<file path="src/rtl/ucode_seq.sv">
module ucode_seq #(
  parameter int UADDR_W = 8,
  parameter int OP_W = 4
) (
  input  logic            clk,
  input  logic            rst,
  input  logic [OP_W-1:0] ir_op,
  input  logic [2:0]      ir_mode,
  input  logic            flag_n,
  input  logic            mfc,
  output logic            pc_out,
  output logic            mdr_out,
  output logic            z_out,
  output logic            rsrc_out,
  output logic            rdst_out,
  output logic            offs_out,
  output logic            pc_in,
  output logic            ir_in,
  output logic            z_in,
  output logic            rsrc_in,
  output logic            rdst_in,
  output logic            mar_in,
  output logic            mdr_in,
  output logic            tmp_in,
  output logic            y_in,
  output logic            alu_add,
  output logic            alu_sub,
  output logic            alu_xor,
  output logic            mem_read,
  output logic            wait_mfc,
  output logic            clear_y,
  output logic            carry_in,
  output logic            end_op
);

  localparam int P_SRC = UADDR_W;
  localparam int P_DST = UADDR_W + 3;
  localparam int P_D2  = UADDR_W + 6;
  localparam int P_ALU = UADDR_W + 9;
  localparam int P_FL  = UADDR_W + 14;
  localparam int W     = UADDR_W + 23;

  localparam logic [2:0] S_NO = 3'd0, S_PC = 3'd1, S_MDR = 3'd2, S_Z = 3'd3,
                         S_RS = 3'd4, S_RD = 3'd5, S_OFF = 3'd6;
  localparam logic [2:0] D_NO = 3'd0, D_PC = 3'd1, D_IR = 3'd2, D_Z = 3'd3,
                         D_RS = 3'd4, D_RD = 3'd5;
  localparam logic [2:0] E_NO = 3'd0, E_MAR = 3'd1, E_MDR = 3'd2, E_TMP = 3'd3,
                         E_Y = 3'd4;
  localparam logic [4:0] A_NO = 5'b0_0000, A_ADD = 5'b1_0000, A_SUB = 5'b1_0001,
                         A_XOR = 5'b1_1111;
  localparam logic [8:0] F_RD = 9'h001, F_WM = 9'h002, F_CLY = 9'h004,
                         F_CIN = 9'h008, F_END = 9'h010, F_DISP = 9'h020,
                         F_ORM = 9'h040, F_ORI = 9'h080, F_COND = 9'h100;
  localparam logic [OP_W-1:0] OP_ADD = OP_W'(1);
  localparam logic [OP_W-1:0] OP_BR  = OP_W'(2);

  function automatic logic [W-1:0] mw(input int nx, input logic [2:0] s,
                                      input logic [2:0] d, input logic [2:0] e,
                                      input logic [4:0] a, input logic [8:0] f);
    mw = {f, a, e, d, s, UADDR_W'(nx)};
  endfunction

  function automatic logic [W-1:0] ustore(input logic [UADDR_W-1:0] adr);
    case (int'(adr))
      0:     ustore = mw(1, S_PC, D_Z, E_MAR, A_ADD, F_RD | F_CLY | F_CIN);
      1:     ustore = mw(2, S_Z, D_PC, E_NO, A_NO, F_WM);
      2:     ustore = mw(3, S_MDR, D_IR, E_NO, A_NO, '0);
      3:     ustore = mw(0, S_NO, D_NO, E_NO, A_NO, F_DISP | F_ORM);
      'o025: ustore = mw(0, S_PC, D_NO, E_Y, A_NO, F_COND);
      'o026: ustore = mw('o027, S_OFF, D_Z, E_NO, A_ADD, '0);
      'o027: ustore = mw(0, S_Z, D_PC, E_NO, A_NO, F_END);
      'o101: ustore = mw('o102, S_NO, D_NO, E_NO, A_NO, F_ORI);
      'o102: ustore = mw('o171, S_RS, D_NO, E_MAR, A_NO, F_RD | F_WM);
      'o103: ustore = mw('o172, S_RS, D_NO, E_Y, A_NO, '0);
      'o121: ustore = mw('o122, S_RS, D_Z, E_MAR, A_ADD, F_RD | F_CLY | F_CIN);
      'o122: ustore = mw('o123, S_Z, D_RS, E_NO, A_NO, '0);
      'o123: ustore = mw('o170, S_NO, D_NO, E_NO, A_NO, F_WM | F_ORI);
      'o141: ustore = mw('o142, S_RS, D_Z, E_NO, A_SUB, F_CLY | F_CIN);
      'o142: ustore = mw('o143, S_Z, D_RS, E_MAR, A_NO, F_RD);
      'o143: ustore = mw('o170, S_NO, D_NO, E_NO, A_NO, F_WM | F_ORI);
      'o161: ustore = mw('o162, S_PC, D_Z, E_MAR, A_ADD, F_RD | F_CLY | F_CIN);
      'o162: ustore = mw('o163, S_Z, D_PC, E_NO, A_NO, F_WM);
      'o163: ustore = mw('o164, S_MDR, D_NO, E_Y, A_NO, '0);
      'o164: ustore = mw('o165, S_RS, D_Z, E_NO, A_ADD, '0);
      'o165: ustore = mw('o171, S_Z, D_NO, E_MAR, A_NO, F_RD | F_WM);
      'o170: ustore = mw('o171, S_MDR, D_NO, E_MAR, A_NO, F_RD | F_WM);
      'o171: ustore = mw('o172, S_MDR, D_NO, E_Y, A_NO, '0);
      'o172: ustore = mw('o173, S_RD, D_Z, E_NO, A_ADD, '0);
      'o173: ustore = mw('o174, S_Z, D_RD, E_NO, A_NO, F_END);
      default: ustore = '0;
    endcase
  endfunction

  logic [UADDR_W-1:0] upc, upc_nxt, nxt, dec_base, mode_or, tgt;
  logic [W-1:0] w;
  logic [2:0] src, dst, dst2;
  logic [3:0] alu;
  logic alu_en, f_disp, f_orm, f_ori, f_cond, dec_src, or_m;

  assign w      = ustore(upc);
  assign nxt    = w[UADDR_W-1:0];
  assign src    = w[P_SRC +: 3];
  assign dst    = w[P_DST +: 3];
  assign dst2   = w[P_D2 +: 3];
  assign alu    = w[P_ALU +: 4];
  assign alu_en = w[P_ALU + 4];
  assign {f_cond, f_ori, f_orm, f_disp, end_op, carry_in, clear_y, wait_mfc, mem_read} = w[P_FL +: 9];

  assign pc_out   = src == S_PC;
  assign mdr_out  = src == S_MDR;
  assign z_out    = src == S_Z;
  assign rsrc_out = src == S_RS;
  assign rdst_out = src == S_RD;
  assign offs_out = src == S_OFF;
  assign pc_in    = dst == D_PC;
  assign ir_in    = dst == D_IR;
  assign z_in     = dst == D_Z;
  assign rsrc_in  = dst == D_RS;
  assign rdst_in  = dst == D_RD;
  assign mar_in   = dst2 == E_MAR;
  assign mdr_in   = dst2 == E_MDR;
  assign tmp_in   = dst2 == E_TMP;
  assign y_in     = dst2 == E_Y;
  assign alu_add  = alu_en && alu == A_ADD[3:0];
  assign alu_sub  = alu_en && alu == A_SUB[3:0];
  assign alu_xor  = alu_en && alu == A_XOR[3:0];

  always_comb begin
    dec_base = '0;
    dec_src  = 1'b0;
    if (ir_op == OP_ADD) begin
      dec_base = UADDR_W'('o101);
      dec_src  = 1'b1;
    end else if (ir_op == OP_BR) begin
      dec_base = UADDR_W'('o025);
    end
  end

  assign mode_or = UADDR_W'({ir_mode[2:1], &ir_mode, 3'b000});
  assign or_m    = f_orm && (!f_disp || dec_src);
  assign tgt     = (f_disp ? dec_base : nxt)
                 | (or_m ? mode_or : '0)
                 | (f_ori ? UADDR_W'(ir_mode[0]) : '0);

  always_comb begin
    if (wait_mfc && !mfc)  upc_nxt = upc;
    else if (end_op)       upc_nxt = '0;
    else if (f_cond)       upc_nxt = flag_n ? upc + UADDR_W'(1) : nxt;
    else                   upc_nxt = tgt;
  end

  always_ff @(posedge clk) begin
    if (rst) upc <= '0;
    else     upc <= upc_nxt;
  end

endmodule

</file>
<file path="config.mk">
export PLATFORM = sky130hd
export DESIGN_NAME = ucode_seq
export DESIGN_NICKNAME = d
export VERILOG_FILES = /design/src/rtl/ucode_seq.sv
export SDC_FILE = /design/constraint.sdc
export NUM_CORES = 1
export LEC_CHECK = 0
export ABC_AREA = 1
export BUFFER_PORTS_ARGS = -buffer_cell sky130_fd_sc_hd__buf_2
export CAP_MARGIN = 20
export CORE_MARGIN = 10
export CORE_UTILIZATION = 48
export DETAILED_ROUTE_END_ITERATION = 10
export PLACE_DENSITY = 0.72
export SYNTH_ARGS = -nofsm -noshare
export SYNTH_HDL_FRONTEND = slang
export SYNTH_SLANG_ARGS = --single-unit
</file>
<file path="constraint.sdc">
create_clock -name clk -period 3 [get_ports clk]
set_clock_uncertainty 0.1 [all_clocks]
set_input_delay 0.9 -clock clk [delete_from_list [all_inputs] [get_ports clk]]
set_output_delay 0.9 -clock clk [all_outputs]
set_load 0.05 [all_outputs]
</file>
* Yosys cells after proc, flatten, opt, wreduce, memory -nomap -nowiden
Cells that the tools add are included.
** Storage, ports and cells
- Register bits after elaboration :: 8
- Latch bits :: 0
- RAM bits :: 0
- Bits in read-only memories :: 0
- Input bits :: 11
- Word-level logic and storage cells :: 69
- Memories kept :: 0
** Operators by class
- Add/sub/neg operators :: 1
- Multipliers :: 0
- Div/mod/pow operators :: 0
- $lt $le $gt $ge :: 0
- Eq/ne operators :: 43
- Shifts and indexed selects :: 0
- Multiplexer cells :: 10
- Bitwise logic cells :: 2
- Reduce and logical (&&, ||, !) cells :: 12
** Operators with widths (count)
- 31-bit case mux with 24 select lines :: 1
- 8-bit by 7-bit == test with 1-bit output, second input constant :: 18
- 8-bit 2-to-1 mux :: 4
- 8-bit by 5-bit == test with 1-bit output, second input constant :: 3
- 3-bit by 2-bit == test with 1-bit output, second input constant :: 6
- 3-bit == test, second input constant :: 6
- 8-bit by 2-bit == test with 1-bit output, second input constant :: 2
- 3-bit by 1-bit == test with 1-bit output, second input constant :: 3
- 8-bit by 1-bit adder with 8-bit output, second input constant :: 1
- 4-bit by 1-bit == test with 1-bit output, second input constant :: 2
- 8-bit by 1-bit == test with 1-bit output, second input constant :: 1
- 8-bit logical NOT :: 1
- 8-bit by 1-bit OR with 8-bit output :: 1
- 8-bit by 6-bit OR with 8-bit output :: 1
- 7-bit 2-to-1 mux :: 1
- 6-bit 2-to-1 mux :: 1
- 1-bit logical AND :: 5
- 5-bit 2-to-1 mux :: 1
- 4-bit by 2-bit == test with 1-bit output, second input constant :: 1
- 4-bit == test, second input constant :: 1
- 4-bit logical NOT :: 1
- 3-bit AND reduction :: 1
- 1-bit logical NOT :: 2
- 1-bit 2-to-1 mux :: 2
- 2 further kinds :: 2

* Longest topological paths before layout
Gate-level depths: netlist (run 1).
- Word-level depth :: 11
- Mapped depth :: 13
- Mapped depth without buffers :: 13

* Worst setup path after synthesis (run 1)
Ideal clock, no wire load.
- Kind :: reg-to-output
- From :: reg upc[0]
- To :: out pc_out
- Data arrival time :: 2357 ps
- Data required time :: 2000 ps
- Setup slack :: -357 ps
- Stages on the path, launching flop included :: 10
- Path buffers :: 0
- Cell sequence :: dfxtp_1 inv_1 ha_1 inv_1 nor2_1 inv_1 nor2_1 nor4_1 nand2_1 nor3_1
** On the way
- Cells in the longest elaborated chain, start to end :: 4
- Elaborated cells on any way between the ends :: 28
- Those cells by class :: 25 x eq/ne; 1 x mux; 2 x reduce/logical
** Ends and longest elaborated chain
- from (decl) :: line 94 : logic [UADDR_W-1:0] upc, upc_nxt, nxt, dec_base, mode_or, tgt;
- from (signal assigned) :: line 154 : else upc <= upc_nxt;
- 8-bit by 7-bit == test with 1-bit output :: line 64 : case (int'(adr))
- 2-bit OR reduction (no source line)
- 31-bit case mux with 24 select lines (*) :: line 64
- 3-bit by 1-bit == test with 1-bit output (*) :: line 109 : assign pc_out = src == S_PC;
- to (decl) :: line 11 : output logic pc_out,
Mark *: on every way between the ends. The rest lies on a longest branch, timed or not.

* Final worst setup path (run 1)
- From :: reg upc[0]
- To :: out rsrc_out
** On the way
- Cells in the longest elaborated chain, start to end :: 4
- Elaborated cells on any way between the ends :: 28
- Those cells by class :: 25 x eq/ne; 1 x mux; 2 x reduce/logical
** Ends and longest elaborated chain
- 8-bit by 7-bit == test with 1-bit output :: line 64
- 2-bit OR reduction (no source line)
- 31-bit case mux with 24 select lines (*) :: line 64
- 3-bit == test (*) :: line 112 : assign rsrc_out = src == S_RS;
- to (decl) :: line 14 : output logic rsrc_out,
Marked as above.

==> results of run 1 <==
[layout by cell type, fill, tap and decap left out, drive strengths merged]
cell,n
nand2,83
nor2,58
buf,58
inv,44
nand3,23
a21oi,10
nor3,8
dfxtp,8
nand4,7
o21ai,5
conb,4
ha,4
clkbuf,3
nor4,3
o211ai,2
nand3b,2
a21o,1
xor2,1
or2,1
[power by group]
group	switching, uW	internal (uW)
Clock	38.6	45.9
Combinational	147	76.6
Sequential	5.29	107
[worst max-delay path: cells and delay by family (launching register included)]
| kind | cells | cell delay, ns |
|---|---|---|
| adder cells (fa/ha/maj) | 1 | 0.17 |
| buffers and inverters | 4 | 0.39 |
| flip-flops | 1 | 0.39 |
| AND/OR/NAND/NOR | 7 | 0.82 |
[timing repair]
action,CTS,global route
cloned,0,1
endpoints found under the setup margin,13,15
pin swaps,9,20
resized for setup,32,89
hold endpoints to repair,0,0
hold buffers,0,0
setup buffers,8,8
[metrics by stage]
| stage | std cells | instance area, um^2 | utilization |
|---|---|---|---|
| 3_3_place_gp | 336 | 1724 | 0.6146 |
| 5_1_grt | 356 | 2256 | 0.8042 |
| 4_1_cts | 347 | 1889 | 0.6735 |
| 3_5_place_dp | 336 | 1724 | 0.6146 |
| 6_report | 356 | 2256 | 0.8042 |
| 2_1_floorplan | 267 | 1475 | - |
[synth_stat cells, types with 2 or more instances]
master	instances
dfxtp_1	8
nand3b_1	2
inv_1	30
nand2_4	5
nand2_2	8
a21oi_1	10
nor3_1	5
nand3_1	22
ha_1	4
nor2_2	5
nor2_4	5
nand2_1	70
nand4_1	7
inv_2	14
nor3_2	2
o21ai_0	3
o211ai_1	2
nor2_1	46
buf_4	4
nor4_1	2
o21ai_1	2
[kinds of logic (layout without fill, tap and decap cells)]
| logic type | after synthesis | after routing |
|---|---|---|
| AOI/OAI and AO/OA | 18 | 18 |
| xor gates and xnor gates | 1 | 1 |
| adders and majority gates | 4 | 4 |
| buffers and inverters | 48 | 105 |
| DFF | 8 | 8 |
| other | 1 | 4 |
| and+or+nand+nor | 184 | 185 |
[final cells by class]
class	instances	area, um^2	share of cell area
multi-input cells	212	1374	0.6090
well taps	31	38.79	0.01719
clock buffers	3	22.52	0.009983
inverters	44	182.7	0.08098
flip-flops and latches	8	178.9	0.07931
repair buffers	58	459.2	0.2035
[worst min path at each step]
stage | from | to | slack [ns] | depth (start not counted)
after CTS | upc[4]$_SDFFE_PP0N_ | upc[4]$_SDFFE_PP0N_ | 0.41 | 2
after global placement | upc[1]$_SDFFE_PP0N_ | upc[1]$_SDFFE_PP0N_ | 0.41 | 2
final | upc[3]$_SDFFE_PP0N_ | upc[3]$_SDFFE_PP0N_ | 0.41 | 2
after detailed placement | upc[1]$_SDFFE_PP0N_ | upc[1]$_SDFFE_PP0N_ | 0.42 | 2
after global routing | upc[3]$_SDFFE_PP0N_ | upc[3]$_SDFFE_PP0N_ | 0.44 | 2
after floorplan | upc[1]$_SDFFE_PP0N_ | upc[1]$_SDFFE_PP0N_ | 0.38 | 2
[per-layer routing]
metal | track usage | vias to the layer above | wire (um)
met2 | 0.3095 | 108 | 2860
li1 | - | 948 | -
met3 | 0.02891 | 27 | 466
met4 | 0.06303 | 0 | 229
met5 | 0 | - | 0
met1 | 0.1961 | 941 | 2148
==> flow_summary_export.csv, run 1 <==
group,metric,value,unit
setup_path,cpMostUsedCell,"nand2_1",
die,core.rowCount,19,
final_layout,final_nets,342,
hold_path,hold_class,"reg -> reg",
place,placement.io_buffers,30,
sta,whs,0.4052,ns
sta,finalSetupTns,-0.1049,ns
final_layout,drive_above_1_share,0.5108,
power_and_ir_drop,power.leakage,0.001284,uW
die,die_y,74.85,um
global_routing,grt_overflow_total,0,
clock_network,clk_pin_slew,0.05,ns
setup_path,worst-setup-path-type,"reg -> out",
global_routing,grt_pass1_wl,7652,um
job,cap_violations,0,
synthesis,synthTopCellsByArea,"nand2_1 18%, nor2_1 12%, dfxtp_1 11%, inv_1 7.8%, nand3_1 7.6%",
synthesis,async_reset_ff_frac,0,
synthesis,synth_top_family_by_area,"simple AND/OR/NAND/NOR gates",
outcome,status,"finished with violations",
global_routing,grt_pass1_vias,1738,
synthesis,synthSimpleGateAreaFrac,0.6430,
detailed_routing,routedWlPerCell,16.02,um
synthesis,synth.top_cell.area_share,0.1820,
final_layout,largest_reg_flops,8,
setup_path,timing.critical_path.from,"upc[0]$_SDFFE_PP0N_",
synthesis,synthCells,264,
clock_network,clk-insertion-delay-late,0.26,ns
global_routing,grt_max_degree,11,
synthesis,syn_avg_cell_area,5.469,um^2
sta,setup_slack,-0.04473,ns
setup_path,slowest_stage,"dfxtp_4",
setup_path,crit_chain,"inv_4, ha_4, nand2_4, inv_6, nand2_1, nand2_1, nor2_1, nand2_2, inv_2, nand2_1, nor2_2, buf_6",
final_layout,syn_to_final_growth,56.24,%
synthesis,ys_warn_count,0,
detailed_routing,drtAntennaViolNets,0,
die,die_area,0.005602,mm^2
final_layout,antenna_cells,0,
outcome,violations,"negative setup slack",
power_and_ir_drop,powerDensity,186.1,mW/mm^2
setup_path,reg2reg_slack,1.10,ns
setup_path,r2r-start,"upc[1]$_SDFFE_PP0N_",
power_and_ir_drop,power,419.9,uW
setup_path,crit-reg2reg-capture,"upc[2]$_SDFFE_PP0N_",
power_and_ir_drop,irDropWorstVdd,0.2289,mV
global_routing,antenna_found_initial,0,
place,place_ws,0.01020,ns
clock_network,htree_levels,1,
clock_network,cts_max_path_buffers,2,
synthesis,synth-seq-cells,8,
synthesis,yosysSeqAreaShare,0.1109,
sta,finalCritPeriodShare,1.015,
setup_path,cp-end-kind,"output port",
clock_network,clockRootBuffer,"clkbuf_4",
final_layout,top_register,"upc",
sta,rsz0062_at_grt,"true",
final_layout,reg_top3,"upc: 8 flops",
setup_path,slowest_delay,0.39,ns
sta,hold_viol,0,
synthesis,synthFlopType,"dfxtp_1",
setup_path,critPathMaxFanout,5,
synthesis,synthesis.area,0.001444,mm^2
setup_path,arrival,2.04,ns
setup_path,reg2reg_depth,13,
die,core-area,0.002805,mm^2
detailed_routing,drtIter0Drc,185,
detailed_routing,dr_total_vias,2024,
synthesis,synth_fa_ha_area_frac,0.03466,
synthesis,synth_cell_type_count,29,
final_layout,nFillCells,198,
place,globalplace.congestion,1.025,
synthesis,synthXorXnorAreaFrac,0.006066,
synthesis,synth_edf_count,0,
clock_network,cts_tree,"yes",
detailed_routing,vias_per_cell,5.685,
sta,final.min_clock_period,3.045,ns
synthesis,synth_mux_area_frac,0,
global_routing,gr-usage-all-layers,0.1713,
place,dp_hpwl,3844,um
synthesis,synth_compound_area_frac,0.06759,
sta,fmax,0.3284,GHz
clock_network,cts_buffers,3,
die,die_w,74.85,um
setup_path,crit_required,2.00,ns
setup_path,critPathLaunchType,"flip-flop",
synthesis,synth_area_leader_cell,"nand2_1",
die,initial_core_util,0.5147,
setup_path,endpoint,"rsrc_out",
sta,drv_slew,0,
die,num_io_pins,34,
detailed_routing,first_pass_iters,7,
detailed_routing,drc,0,
detailed_routing,finalWirelength,5704,um
clock_network,cts_sinks,8,
sta,setup_viol,6,
No activity file was read; power rests on OpenSTA's default activity.
==> run 2, diff against run 1 <==
ABC_AREA = default   (was 1)
PLACE_DENSITY = 0.71   (was 0.72)
==> run 2 against run 1 <==
- the flow still finishes with violations (negative setup slack)
- total power is 21% higher
- sequential power is essentially flat
- combinational power is 39% higher
- design area rose by 28%
- register-to-register slack got worse by 0.79 ns
- die area rose by 2.5%
- maximum frequency fell by 11%
- critical path type unchanged
==> flow_summary_export.csv, run 2 <==
group,metric,value,unit
hold_path,hold_class,"reg -> reg",
detailed_routing,drtAntennaViolNets,0,
clock_network,clockRootBuffer,"clkbuf_4",
synthesis,syn_avg_cell_area,6.949,um^2
detailed_routing,vias_per_cell,7.219,
clock_network,clk-insertion-delay-late,0.28,ns
final_layout,syn_to_final_growth,93.13,%
detailed_routing,drc,0,
synthesis,synthCells,215,
synthesis,synthTopCellsByArea,"dfxtp_1 11%, nand2_1 6.0%, a21oi_1 4.4%, nor2_1 4.3%, nor3_1 4.0%",
power_and_ir_drop,powerDensity,176.7,mW/mm^2
final_layout,antenna_cells,0,
synthesis,synth_most_common_cell,"nand2_1",
setup_path,worst-setup-path-type,"reg -> out",
final_layout,final_nets,333,
synthesis,synth-seq-cells,8,
outcome,status,"finished with violations",
detailed_routing,finalWirelength,9451,um
die,die_area,0.005744,mm^2
detailed_routing,dr_total_vias,2599,
clock_network,cts_tree,"yes",
sta,rsz0062_at_grt,"true",
power_and_ir_drop,switching_share,0.4502,
synthesis,synth_edf_count,0,
setup_path,crit_chain,"buf_6, nor4_4, buf_4, o21ai_1, a21oi_1, or2_4, nor3b_4, buf_6",
synthesis,synth_cell_type_count,67,
final_layout,largest_reg_flops,8,
die,initial_core_util,0.4934,
job,cap_violations,0,
die,num_io_pins,34,
sta,max_slew.worst_pin.slew,0.6351,ns
setup_path,path_buf_inv,3,
power_and_ir_drop,internal_power,280.4,uW
sta,setup_slack,-0.4022,ns
setup_path,slowest_stage,"nor4_4",
final_layout,final_area,0.002885,mm^2
synthesis,synthFlopType,"dfxtp_1",
global_routing,gr-usage-all-layers,0.2517,
die,die_w,75.79,um
die,core.rowCount,20,
setup_path,critPathLaunchType,"flip-flop",
power_and_ir_drop,combPwrFrac,0.609,
final_layout,nFillCells,88,
final_layout,final_common_cell,"buf_4",
global_routing,grt_pass1_vias,2175,
sta,max_slew_margin,0.5699,
global_routing,grt_overflow_total,0,
synthesis,ys_warn_count,0,
power_and_ir_drop,power.leakage,0.001223,uW
place,dp_hpwl,4580,um
sta,fmax,0.2939,GHz
setup_path,cpMostUsedCell,"buf_6",
power_and_ir_drop,p_seq_frac,0.218,
final_layout,drive_above_1_share,0.6297,
synthesis,synth_area_leader_cell,"dfxtp_1",
die,die_y,75.79,um
detailed_routing,first_pass_iters,6,
final_layout,top_register,"upc",
setup_path,slowest_delay,0.40,ns
power_and_ir_drop,clkPwrFrac,0.173,
power_and_ir_drop,irDropWorstVdd,0.2589,mV
sta,hold_viol,0,
synthesis,synth_commonest_cells,"24 x nand2_1, 17 x nor2_1, 13 x a21oi_1",
setup_path,arrival,2.40,ns
sta,finalSetupTns,-3.974,ns
global_routing,antenna_found_initial,0,
final_layout,fin_util,0.9529,
final_layout,final_cell_mix,"74 x buf_4, 27 x buf_6, 20 x nand2_1, 12 x buf_2",
clock_network,cts_buffers,3,
sta,setup_viol,19,
synthesis,synth.top_cell.area_share,0.1072,
sta,drv_slew,0,
final_layout,reg_top3,"upc: 8 flops",
clock_network,htree_levels,1,
setup_path,cp-end-kind,"output port",
detailed_routing,drtIter0Drc,411,
global_routing,grt_max_degree,11,
setup_path,critPathMaxFanout,8,
power_and_ir_drop,p_sw,229.6,uW
sta,final.min_clock_period,3.402,ns
clock_network,clk_pin_slew,0.05,ns
global_routing,grt_pass1_wl,10960,um
clock_network,cts_sinks,8,
detailed_routing,routedWlPerCell,26.25,um
place,placement.io_buffers,30,
die,core-area,0.003028,mm^2
synthesis,synthesis.area,0.001494,mm^2
clock_network,cts_max_path_buffers,2,
place,globalplace.congestion,0.9768,
clock_network,ctsHoldBuffers,0,
setup_path,critical-path-top-delay-family,"simple AND/OR/NAND/NOR gates",
setup_path,crit_required,2.00,ns
synthesis,yosysSeqAreaShare,0.1072,
outcome,violations,"negative setup slack",
place,placed_area,0.002241,mm^2
synthesis,async_reset_ff_frac,0,
sta,finalCritPeriodShare,1.134,
## run 2: changes by cell type after synthesis, sizes merged, moves of 5 or more
cell    change
nand2      -59
buf        +13
nor2       -40
inv        -39
nand3      -18
a21oi       +5
o21ai       +5
nor3        +5
and2        +6
nand4       -7
clkbuf      +7
## run 2: cell families after synthesis
family                   after synthesis  share of synthesized area
AO/OA/AOI/OAI                         66                     0.3225
XOR/XNOR                               4                    0.02345
multiplexers                           2                    0.01424
other                                  1                   0.002510
buffers and inverters                 29                     0.1072
AND/OR/NAND/NOR                      101                     0.3894
adder cells (fa/ha/maj)                4                    0.03350
flip-flops                             8                     0.1072
## run 2: worst paths after layout
path,depth (start not counted),to,slack (ns),startpoint
worst max register to register,9,upc[6]$_SDFFE_PP0N_,0.31,upc[1]$_SDFFE_PP0N_
worst min register to register,2,upc[6]$_SDFFE_PP0N_,0.54,upc[6]$_SDFFE_PP0N_
worst min-delay path,2,upc[6]$_SDFFE_PP0N_,0.54,upc[6]$_SDFFE_PP0N_
worst max-delay path,8,z_in,-0.40,upc[5]$_SDFFE_PP0N_
## run 2: repair_timing
| action | CTS | global route |
|---|---|---|
| gates resized for setup | 96 | 29 |
| buffers inserted | 14 | 12 |
| endpoints found under the setup margin | 17 | 19 |
| pin swaps | 21 | 23 |
## run 2: power by group through the flow
stage	clock (uW)	sequential [uW]	combinational (uW)
floorplan	0	114	161
finish	88.3	111	311
CTS	90.7	111	275
global route	91.9	111	319
detailed placement	0	115	225
global placement	0	114	224
## run 2: worst reg2reg max path, stage by stage (launching register included)
cell and delay (ns):
dfxtp_4 0.36, buf_6 0.13, ha_4 0.19, buf_6 0.14, buf_4 0.15, or3_1 0.35
a22oi_1 0.26, o311ai_1 0.27, nor4_1 0.47, o2bb2ai_1 0.13
## run 2: final cells by class
cell class,count,area [um^2],area share
multi-input combinational,181,1592,0.5516
timing repair buffer,119,1007,0.3491
sequential,8,185.2,0.06418
tap,44,55.05,0.01908
inverter,5,23.77,0.008239
clock buffer,3,22.52,0.007806
## run 2: routing by layer
layer | wire [um] | GRT usage
met1 | 3035 | 0.2677
met2 | 4003 | 0.4481
met3 | 1490 | 0.03516
met4 | 922 | 0.1732
met5 | 0 | 0
## run 2: per-stage QoR
step / total power (uW) / cells / setup slack [ns] / hold WS (ns)
5_1_grt: 521.9 / 360 / -0.4864 / 0.5565
6_report: 510.0 / 360 / -0.4022 / 0.5445
2_1_floorplan: 275.1 / 218 / -0.2098 / 0.3735
3_5_place_dp: 339.5 / 333 / -0.1053 / 0.4945
4_1_cts: 476.6 / 349 / -0.2052 / 0.5082
3_3_place_gp: 338.1 / 333 / -0.08609 / 0.4913
